==> src/rtl/cqa_pkg.sv <==
package cqa_pkg;
  typedef enum logic [2:0] {
    QS_IDLE = 3'd0,
    QS_PEND = 3'd1,
    QS_ACTV = 3'd2,
    QS_PAUS = 3'd3,
    QS_DONE = 3'd4
  } qstate_e;
endpackage

==> src/rtl/cqa_queue.sv <==
module cqa_queue
  import cqa_pkg::*;
#(
  parameter int AW = 6
) (
  input  logic          clk,
  input  logic          rst_n,
  input  logic          trig_i,
  input  logic          cont_i,
  input  logic [AW-1:0] start_ptr_i,
  input  logic [AW-1:0] end_ptr_i,
  input  logic          grant_i,
  input  logic          done_i,
  input  logic          done_pause_i,
  input  logic          done_last_i,
  output logic [AW-1:0] ptr_o,
  output qstate_e       state_o,
  output logic          ovr_o
);
  qstate_e       state_q, state_d;
  logic [AW-1:0] ptr_q, ptr_d;
  logic          ovr_q, ovr_d;
  logic          upd_en;

  assign upd_en = trig_i | grant_i | done_i;

  always_comb begin
    state_d = state_q;
    ptr_d   = ptr_q;
    ovr_d   = 1'b0;
    case (state_q)
      QS_IDLE, QS_DONE: begin
        if (trig_i) begin
          state_d = QS_PEND;
          ptr_d   = start_ptr_i;
        end
      end
      QS_PAUS: begin
        if (trig_i) state_d = QS_PEND;
      end
      QS_PEND: begin
        ovr_d = trig_i;
        if (grant_i) state_d = QS_ACTV;
      end
      QS_ACTV: begin
        ovr_d = trig_i;
        if (done_i) begin
          if (done_last_i) begin
            if (cont_i) begin
              state_d = QS_PEND;
              ptr_d   = start_ptr_i;
            end else begin
              state_d = QS_DONE;
            end
          end else begin
            ptr_d   = ptr_q + 1'b1;
            state_d = done_pause_i ? QS_PAUS : QS_PEND;
          end
        end
      end
      default: state_d = QS_IDLE;
    endcase
  end

  always_ff @(posedge clk or negedge rst_n) begin
    if (!rst_n) begin
      state_q <= QS_IDLE;
      ptr_q   <= '0;
      ovr_q   <= 1'b0;
    end else begin
      ovr_q <= ovr_d;
      if (upd_en) begin
        state_q <= state_d;
        ptr_q   <= ptr_d;
      end
    end
  end

  assign ptr_o   = ptr_q;
  assign state_o = state_q;
  assign ovr_o   = ovr_q;
endmodule

==> src/rtl/cqa_pick.sv <==
module cqa_pick #(
  parameter int NQ = 2,
  parameter int QW = 1
) (
  input  logic          free_i,
  input  logic [NQ-1:0] pend_i,
  output logic [QW-1:0] gsel_o,
  output logic          grant_any_o,
  output logic [NQ-1:0] grant_o
);
  logic any_pend;

  // lowest index wins: scan from the top so the last hit is the lowest
  always_comb begin
    gsel_o   = '0;
    any_pend = 1'b0;
    for (int i = NQ - 1; i >= 0; i--) begin
      if (pend_i[i]) begin
        gsel_o   = QW'(i);
        any_pend = 1'b1;
      end
    end
  end

  assign grant_any_o = free_i & any_pend;

  for (genvar g = 0; g < NQ; g++) begin : g_grant
    assign grant_o[g] = grant_any_o & (gsel_o == QW'(g));
  end
endmodule

==> src/rtl/cqa_issue.sv <==
module cqa_issue #(
  parameter int NQ        = 2,
  parameter int QW        = 1,
  parameter int CMD_W     = 8,
  parameter int CHAN_W    = 6,
  parameter int PAUSE_BIT = 7
) (
  input  logic              clk,
  input  logic              rst_n,
  input  logic              grant_any_i,
  input  logic [QW-1:0]     gsel_i,
  input  logic [CMD_W-1:0]  cmd_i,
  input  logic              is_last_i,
  input  logic              conv_done_i,
  output logic              conv_start_o,
  output logic [CHAN_W-1:0] conv_chan_o,
  output logic [QW-1:0]     conv_queue_o,
  output logic              busy_o,
  output logic [NQ-1:0]     done_o,
  output logic              done_pause_o,
  output logic              done_last_o
);
  logic              busy_q, busy_d;
  logic              start_q;
  logic [CHAN_W-1:0] chan_q;
  logic [QW-1:0]     cur_q;
  logic              pause_q, last_q;
  logic              fin;

  assign fin = busy_q & conv_done_i;

  always_comb begin
    busy_d = busy_q;
    if (grant_any_i)
      busy_d = 1'b1;
    else if (fin)
      busy_d = 1'b0;
  end

  always_ff @(posedge clk or negedge rst_n) begin
    if (!rst_n) begin
      busy_q  <= 1'b0;
      start_q <= 1'b0;
      chan_q  <= '0;
      cur_q   <= '0;
      pause_q <= 1'b0;
      last_q  <= 1'b0;
    end else begin
      busy_q  <= busy_d;
      start_q <= grant_any_i;
      if (grant_any_i) begin
        chan_q  <= cmd_i[CHAN_W-1:0];
        cur_q   <= gsel_i;
        pause_q <= cmd_i[PAUSE_BIT];
        last_q  <= is_last_i;
      end
    end
  end

  for (genvar g = 0; g < NQ; g++) begin : g_done
    assign done_o[g] = fin & (cur_q == QW'(g));
  end

  assign conv_start_o = start_q;
  assign conv_chan_o  = chan_q;
  assign conv_queue_o = cur_q;
  assign busy_o       = busy_q;
  assign done_pause_o = pause_q;
  assign done_last_o  = last_q;
endmodule

==> src/rtl/cqa_top.sv <==
module cqa_top
  import cqa_pkg::*;
#(
  parameter int AW        = 6,
  parameter int CMD_W     = 8,
  parameter int CHAN_W    = 6,
  parameter int PAUSE_BIT = 7
) (
  input  logic              clk,
  input  logic              rst_n,
  input  logic              q1_ext_trig,
  input  logic              q1_sw_trig,
  input  logic              q2_ext_trig,
  input  logic              q2_sw_trig,
  input  logic              q2_timer_tick,
  input  logic              q1_cont,
  input  logic              q2_cont,
  input  logic [AW-1:0]     q1_start_ptr,
  input  logic [AW-1:0]     q1_end_ptr,
  input  logic [AW-1:0]     q2_start_ptr,
  input  logic [AW-1:0]     q2_end_ptr,
  output logic [AW-1:0]     cmd_addr,
  input  logic [CMD_W-1:0]  cmd_data,
  output logic              conv_start,
  output logic [CHAN_W-1:0] conv_chan,
  output logic              conv_queue,
  input  logic              conv_done,
  output logic [2:0]        q1_status,
  output logic [2:0]        q2_status,
  output logic              q1_overrun,
  output logic              q2_overrun
);
  localparam int NQ = 2;
  localparam int QW = $clog2(NQ);

  logic [1:0]    rsync_q;
  logic          rst_int_n;

  always_ff @(posedge clk or negedge rst_n) begin
    if (!rst_n) rsync_q <= 2'b00;
    else        rsync_q <= {rsync_q[0], 1'b1};
  end
  assign rst_int_n = rsync_q[1];

  logic [NQ-1:0] trig, cont, pend, grant, done, ovr;
  logic [AW-1:0] sptr [NQ];
  logic [AW-1:0] eptr [NQ];
  logic [AW-1:0] ptr  [NQ];
  qstate_e       st   [NQ];
  logic [QW-1:0] gsel;
  logic          grant_any, busy, done_pause, done_last, is_last;

  assign trig[0] = q1_ext_trig | q1_sw_trig;
  assign trig[1] = q2_ext_trig | q2_sw_trig | q2_timer_tick;
  assign cont    = {q2_cont, q1_cont};
  assign sptr[0] = q1_start_ptr;
  assign sptr[1] = q2_start_ptr;
  assign eptr[0] = q1_end_ptr;
  assign eptr[1] = q2_end_ptr;

  for (genvar g = 0; g < NQ; g++) begin : g_q
    cqa_queue #(.AW(AW)) u_queue (
      .clk          (clk),
      .rst_n        (rst_int_n),
      .trig_i       (trig[g]),
      .cont_i       (cont[g]),
      .start_ptr_i  (sptr[g]),
      .end_ptr_i    (eptr[g]),
      .grant_i      (grant[g]),
      .done_i       (done[g]),
      .done_pause_i (done_pause),
      .done_last_i  (done_last),
      .ptr_o        (ptr[g]),
      .state_o      (st[g]),
      .ovr_o        (ovr[g])
    );
    assign pend[g] = (st[g] == QS_PEND);
  end

  cqa_pick #(.NQ(NQ), .QW(QW)) u_pick (
    .free_i      (~busy),
    .pend_i      (pend),
    .gsel_o      (gsel),
    .grant_any_o (grant_any),
    .grant_o     (grant)
  );

  assign cmd_addr = ptr[gsel];
  assign is_last  = (ptr[gsel] == eptr[gsel]);

  cqa_issue #(
    .NQ(NQ), .QW(QW), .CMD_W(CMD_W), .CHAN_W(CHAN_W), .PAUSE_BIT(PAUSE_BIT)
  ) u_issue (
    .clk          (clk),
    .rst_n        (rst_int_n),
    .grant_any_i  (grant_any),
    .gsel_i       (gsel),
    .cmd_i        (cmd_data),
    .is_last_i    (is_last),
    .conv_done_i  (conv_done),
    .conv_start_o (conv_start),
    .conv_chan_o  (conv_chan),
    .conv_queue_o (conv_queue),
    .busy_o       (busy),
    .done_o       (done),
    .done_pause_o (done_pause),
    .done_last_o  (done_last)
  );

  assign q1_status  = st[0];
  assign q2_status  = st[1];
  assign q1_overrun = ovr[0];
  assign q2_overrun = ovr[1];
endmodule

==> config.mk <==
export PLATFORM = sky130hd
export DESIGN_NAME = cqa_top
export DESIGN_NICKNAME = d
export VERILOG_FILES = /design/src/rtl/cqa_pkg.sv /design/src/rtl/cqa_queue.sv /design/src/rtl/cqa_pick.sv /design/src/rtl/cqa_issue.sv /design/src/rtl/cqa_top.sv
export SDC_FILE = /design/constraint.sdc
export NUM_CORES = 1
export LEC_CHECK = 0
export ABC_CLOCK_PERIOD_IN_PS = 4750
export BUFFER_PORTS_ARGS = -buffer_cell sky130_fd_sc_hd__buf_2
export CAP_MARGIN = 5
export CORE_ASPECT_RATIO = 0.6
export CORE_MARGIN = 3
export CORE_UTILIZATION = 40
export CTS_CLUSTER_DIAMETER = 30
export DETAILED_ROUTE_END_ITERATION = 8
export HOLD_SLACK_MARGIN = 0.06
export SYNTH_ARGS = -nofsm -noshare
export SYNTH_HDL_FRONTEND = slang
export SYNTH_SLANG_ARGS = --single-unit
==> constraint.sdc <==
create_clock -name clk -period 4.75 [get_ports clk]
set_clock_uncertainty 0.2 [all_clocks]
set_input_delay 0.2375 -clock clk [delete_from_list [all_inputs] [get_ports clk]]
set_output_delay 0.2375 -clock clk [all_outputs]
set_load 0.005 [all_outputs]
==> out/metrics.csv <==
stage,metric,value,unit
synthesis,yosys_warnings,0,
sta,final.period_utilization,54.43,%
route,vias_per_cell,5.392,
cts,clockRootBuffer,clkbuf_8,
synthesis,ys_ff_latch,33,
worst_setup_path,r2r_slack,2.20,ns
global_routing,grt_pass1_vias,1660,
sta,hold_violations,0,
sta,rsz0062_at_grt,false,
route,drc_errors,0,
route,vias,1828,
sta,worstMarginPinSlew,1.064,ns
cts,path_clk_slew,0.07,ns
floorplan,core,4778,um2
place,portBuffers,62,
worst_setup_path,reg2reg_depth,3,
route,ant_nets,0,
sta,drv_slew,0,
synthesis,synth_area,2069,um2
worst_setup_path,critical_path_class,reg -> out,
cells_and_area,area_delta_synth_final,25.39,%
worst_setup_path,r2r-start,g_q[0].u_queue.state_o[0]$_DFFE_PN0P_,
sta,hold_slack,0.06910,ns
floorplan,row_count,19,
pwr,intPower,944.1,uW
cells_and_area,layout-drive-gt1-share,35.87,%
floorplan,die-area,6101,um2
global_routing,grt.overflow.total,0,
cts,cts.sinks,33,
synthesis,synth-edff-count,0,
worst_setup_path,critPathRequiredTime,4.31,ns
sta,finalSetupTns,0,ns
pwr,p_seq_share,38.4,%
floorplan,io_pins,64,
pwr,vdd_drop_max,231.1,uV
pwr,finalPower,1.578,mW
floorplan,die_h,61.72,um
floorplan,start_util,43.31,%
route,dr.pass1.iters,4,
global_routing,grt_pass1_wl,8.169,mm
worst_setup_path,r2r-end,g_q[0].u_queue.ptr_o[1]$_DFFE_PN0P_,
floorplan,die_width,98.86,um
cells_and_area,antenna_cells,0,
pwr,swShare,40.17,%
sta,max_slew_margin,28.90,%
synthesis,ys.flop_type,dfrtp_1,
cts,cts_buffers,5,
sta,max_freq,386.8,MHz
cells_and_area,nFillCells,442,
place,dp_hpwl,3.589,mm
cts,ctsHoldBuffers,9,
pwr,p_leak,1.151,nW
worst_hold_path,worst_hold_path_type,reg -> async,
global_routing,grt_max_degree,32,
cells_and_area,multiInputGateArea,1170,um2
pwr,power_frac_clock,13.6,%
cells_and_area,fin_util,54.31,%
synthesis,ys_types,52,
pwr,p_comb_share,47.9,%
run,drv_cap,0,
cts,htreeDepth,2,
sta,fin_crit,2.585,ns
status,outcome,completed,
global_routing,grt_usage,17.14,%
cts,cts_tree,yes,
synthesis,synthCells,207,
cts,cts-resized-gates,0,
cts,clock_latency,0.29,ns
sta,setup_violations,0,
synthesis,synth_nets,251,
global_routing,antenna_found_initial,0,
worst_setup_path,cp_max_fo,19,
worst_setup_path,startpoint_type,register,
synthesis,avgSynthCellArea,9.998,um2
place,gp_congestion,0.8599,
pwr,power.density,608.1,nW/um2
pwr,p_sw,634.0,uW
cells_and_area,regArea,825.8,um2
route,wl_per_cell,14.64,um
cts,cts_buffer_depth,2,
synthesis,synth_seq_area_share,39.90,%
route,finalWirelength,4.962,mm
worst_setup_path,cp-end-kind,output port,
worst_setup_path,cp.arrival,2.15,ns
cts,post-cts-setup-buffers,0,
synthesis,async_flop_share,100.0,%
cells_and_area,nNetsFinal,320,
route,first_iter_violations,117,
==> placed cells by master, fill, tap and decap left out, types with 4 or more instances in the layout <==
cell / netlist / final
nand2_1: 9 / 9
nor2b_1: 5 / 5
o21ai_0: 9 / 9
dfrtp_1: 33 / 33
inv_1: 5 / 5
nand3_1: 13 / 13
a21oi_1: 5 / 5
xor2_1: 10 / 10
nor2_1: 9 / 9
clkbuf_8: 0 / 6
mux2_2: 18 / 18
and3_1: 4 / 4
buf_2: 8 / 62
dlygate4sd3_1: 0 / 9
nor3_1: 11 / 11
xnor2_1: 4 / 4
a2bb2oi_1: 9 / 9
==> per-layer routing <==
| metal | wire length [um] | vias up | GRT usage [%] | share of wire (%) |
|---|---|---|---|---|
| li1 | - | 911 | - | - |
| met1 | 2558 | 857 | 26.01 | 52 |
| met2 | 2037 | 55 | 24.05 | 41 |
| met3 | 324 | 5 | 4.125 | 6.5 |
| met4 | 42 | 0 | 5.253 | 0.85 |
| met5 | 0 | - | 0 | 0 |
==> worst max path at each step <==
| stage | startpoint | to | slack, ns | cells after the start |
|---|---|---|---|---|
| 5_1_grt | g_q[0].u_queue.state_o[0]$_DFFE_PN0P_ | g_q[0].u_queue.ptr_o[1]$_DFFE_PN0P_ | 2.00 | 3 |
| 2_1_floorplan | g_q[0].u_queue.state_o[2]$_DFFE_PN0P_ | cmd_addr[0] | 2.85 | 4 |
| 3_3_place_gp | g_q[0].u_queue.state_o[0]$_DFFE_PN0P_ | g_q[0].u_queue.ptr_o[1]$_DFFE_PN0P_ | 2.21 | 3 |
| 3_5_place_dp | g_q[0].u_queue.state_o[0]$_DFFE_PN0P_ | g_q[0].u_queue.ptr_o[1]$_DFFE_PN0P_ | 2.21 | 3 |
| 4_1_cts | g_q[0].u_queue.state_o[0]$_DFFE_PN0P_ | cmd_addr[1] | 2.16 | 4 |
| 6_report | g_q[0].u_queue.state_o[0]$_DFFE_PN0P_ | cmd_addr[0] | 2.16 | 4 |
==> critical path, cell delays in order, from the launching register on <==
cell	delay, ns
dfrtp_1	0.72
or3b_4	0.49
nand2_2	0.17
mux2_2	0.35
buf_2	0.12
==> kinds of logic after synthesis <==
logic type	after synthesis	synth area share [%]
XOR/XNOR	14	5.925
multiplexers	19	10.28
adder cells (fa/ha/maj)	2	1.209
AND/OR/NAND/NOR	75	21.70
flip-flops	33	39.90
other	1	0.1812
buffers and inverters	16	3.568
AO/OA/AOI/OAI	47	17.23
==> metrics by stage <==
stage                     std cells  setup WS, ns  cell area (um2)
after floorplan                 207         2.847             2069
after global placement          323         2.213             2419
after detailed placement        323         2.207             2419
after CTS                       339         2.160             2595
after global routing            339         2.002             2595
final                           339         2.165             2595
==> sequential cells by signal (all words and copies together) (netlist names), 2 cells and up <==
name and cells:
g_q.u_queue.ovr_o 2, g_q.u_queue.ptr_o 12, g_q.u_queue.state_o 6, rsync_q 2, u_issue.conv_chan_o 6
==> area by class of cell <==
| class | count | share of cell area, % |
|---|---|---|
| clock buffers | 7 | 3.327 |
| inverters | 5 | 0.7232 |
| flip-flops and latches | 33 | 31.82 |
| well taps | 63 | 3.038 |
| repair buffers | 73 | 16.01 |
| multi-input cells | 158 | 45.08 |
==> power by group through the flow <==
stage / Sequential, mW / Clock, mW / Combinational (mW)
after CTS: 0.605 / 0.224 / 0.764
after global routing: 0.635 / 0.233 / 0.838
final: 0.607 / 0.215 / 0.757
after global placement: 0.606 / 0 / 0.750
after floorplan: 0.516 / 0 / 0.621
after detailed placement: 0.609 / 0 / 0.756
==> cells in the mapped netlist (3+ instances only) <==
library cell | n | area share (%)
dfrtp_1 | 33 | 40
nor4_1 | 3 | 0.91
nor2_1 | 9 | 1.6
o22ai_1 | 3 | 0.91
nor2b_1 | 5 | 1.5
nand3_1 | 13 | 3.1
buf_2 | 8 | 1.9
a2bb2oi_1 | 9 | 3.8
xnor2_1 | 4 | 1.7
a211oi_1 | 3 | 1.1
and3_1 | 4 | 1.2
a21oi_1 | 5 | 1.2
nand2_1 | 9 | 1.6
nor3b_1 | 3 | 1.1
mux2_2 | 18 | 9.8
nor3_1 | 11 | 2.7
o21ai_0 | 9 | 2.2
xor2_1 | 10 | 4.2
inv_1 | 5 | 0.91
Note: power is estimated with default switching activity, not from simulation.
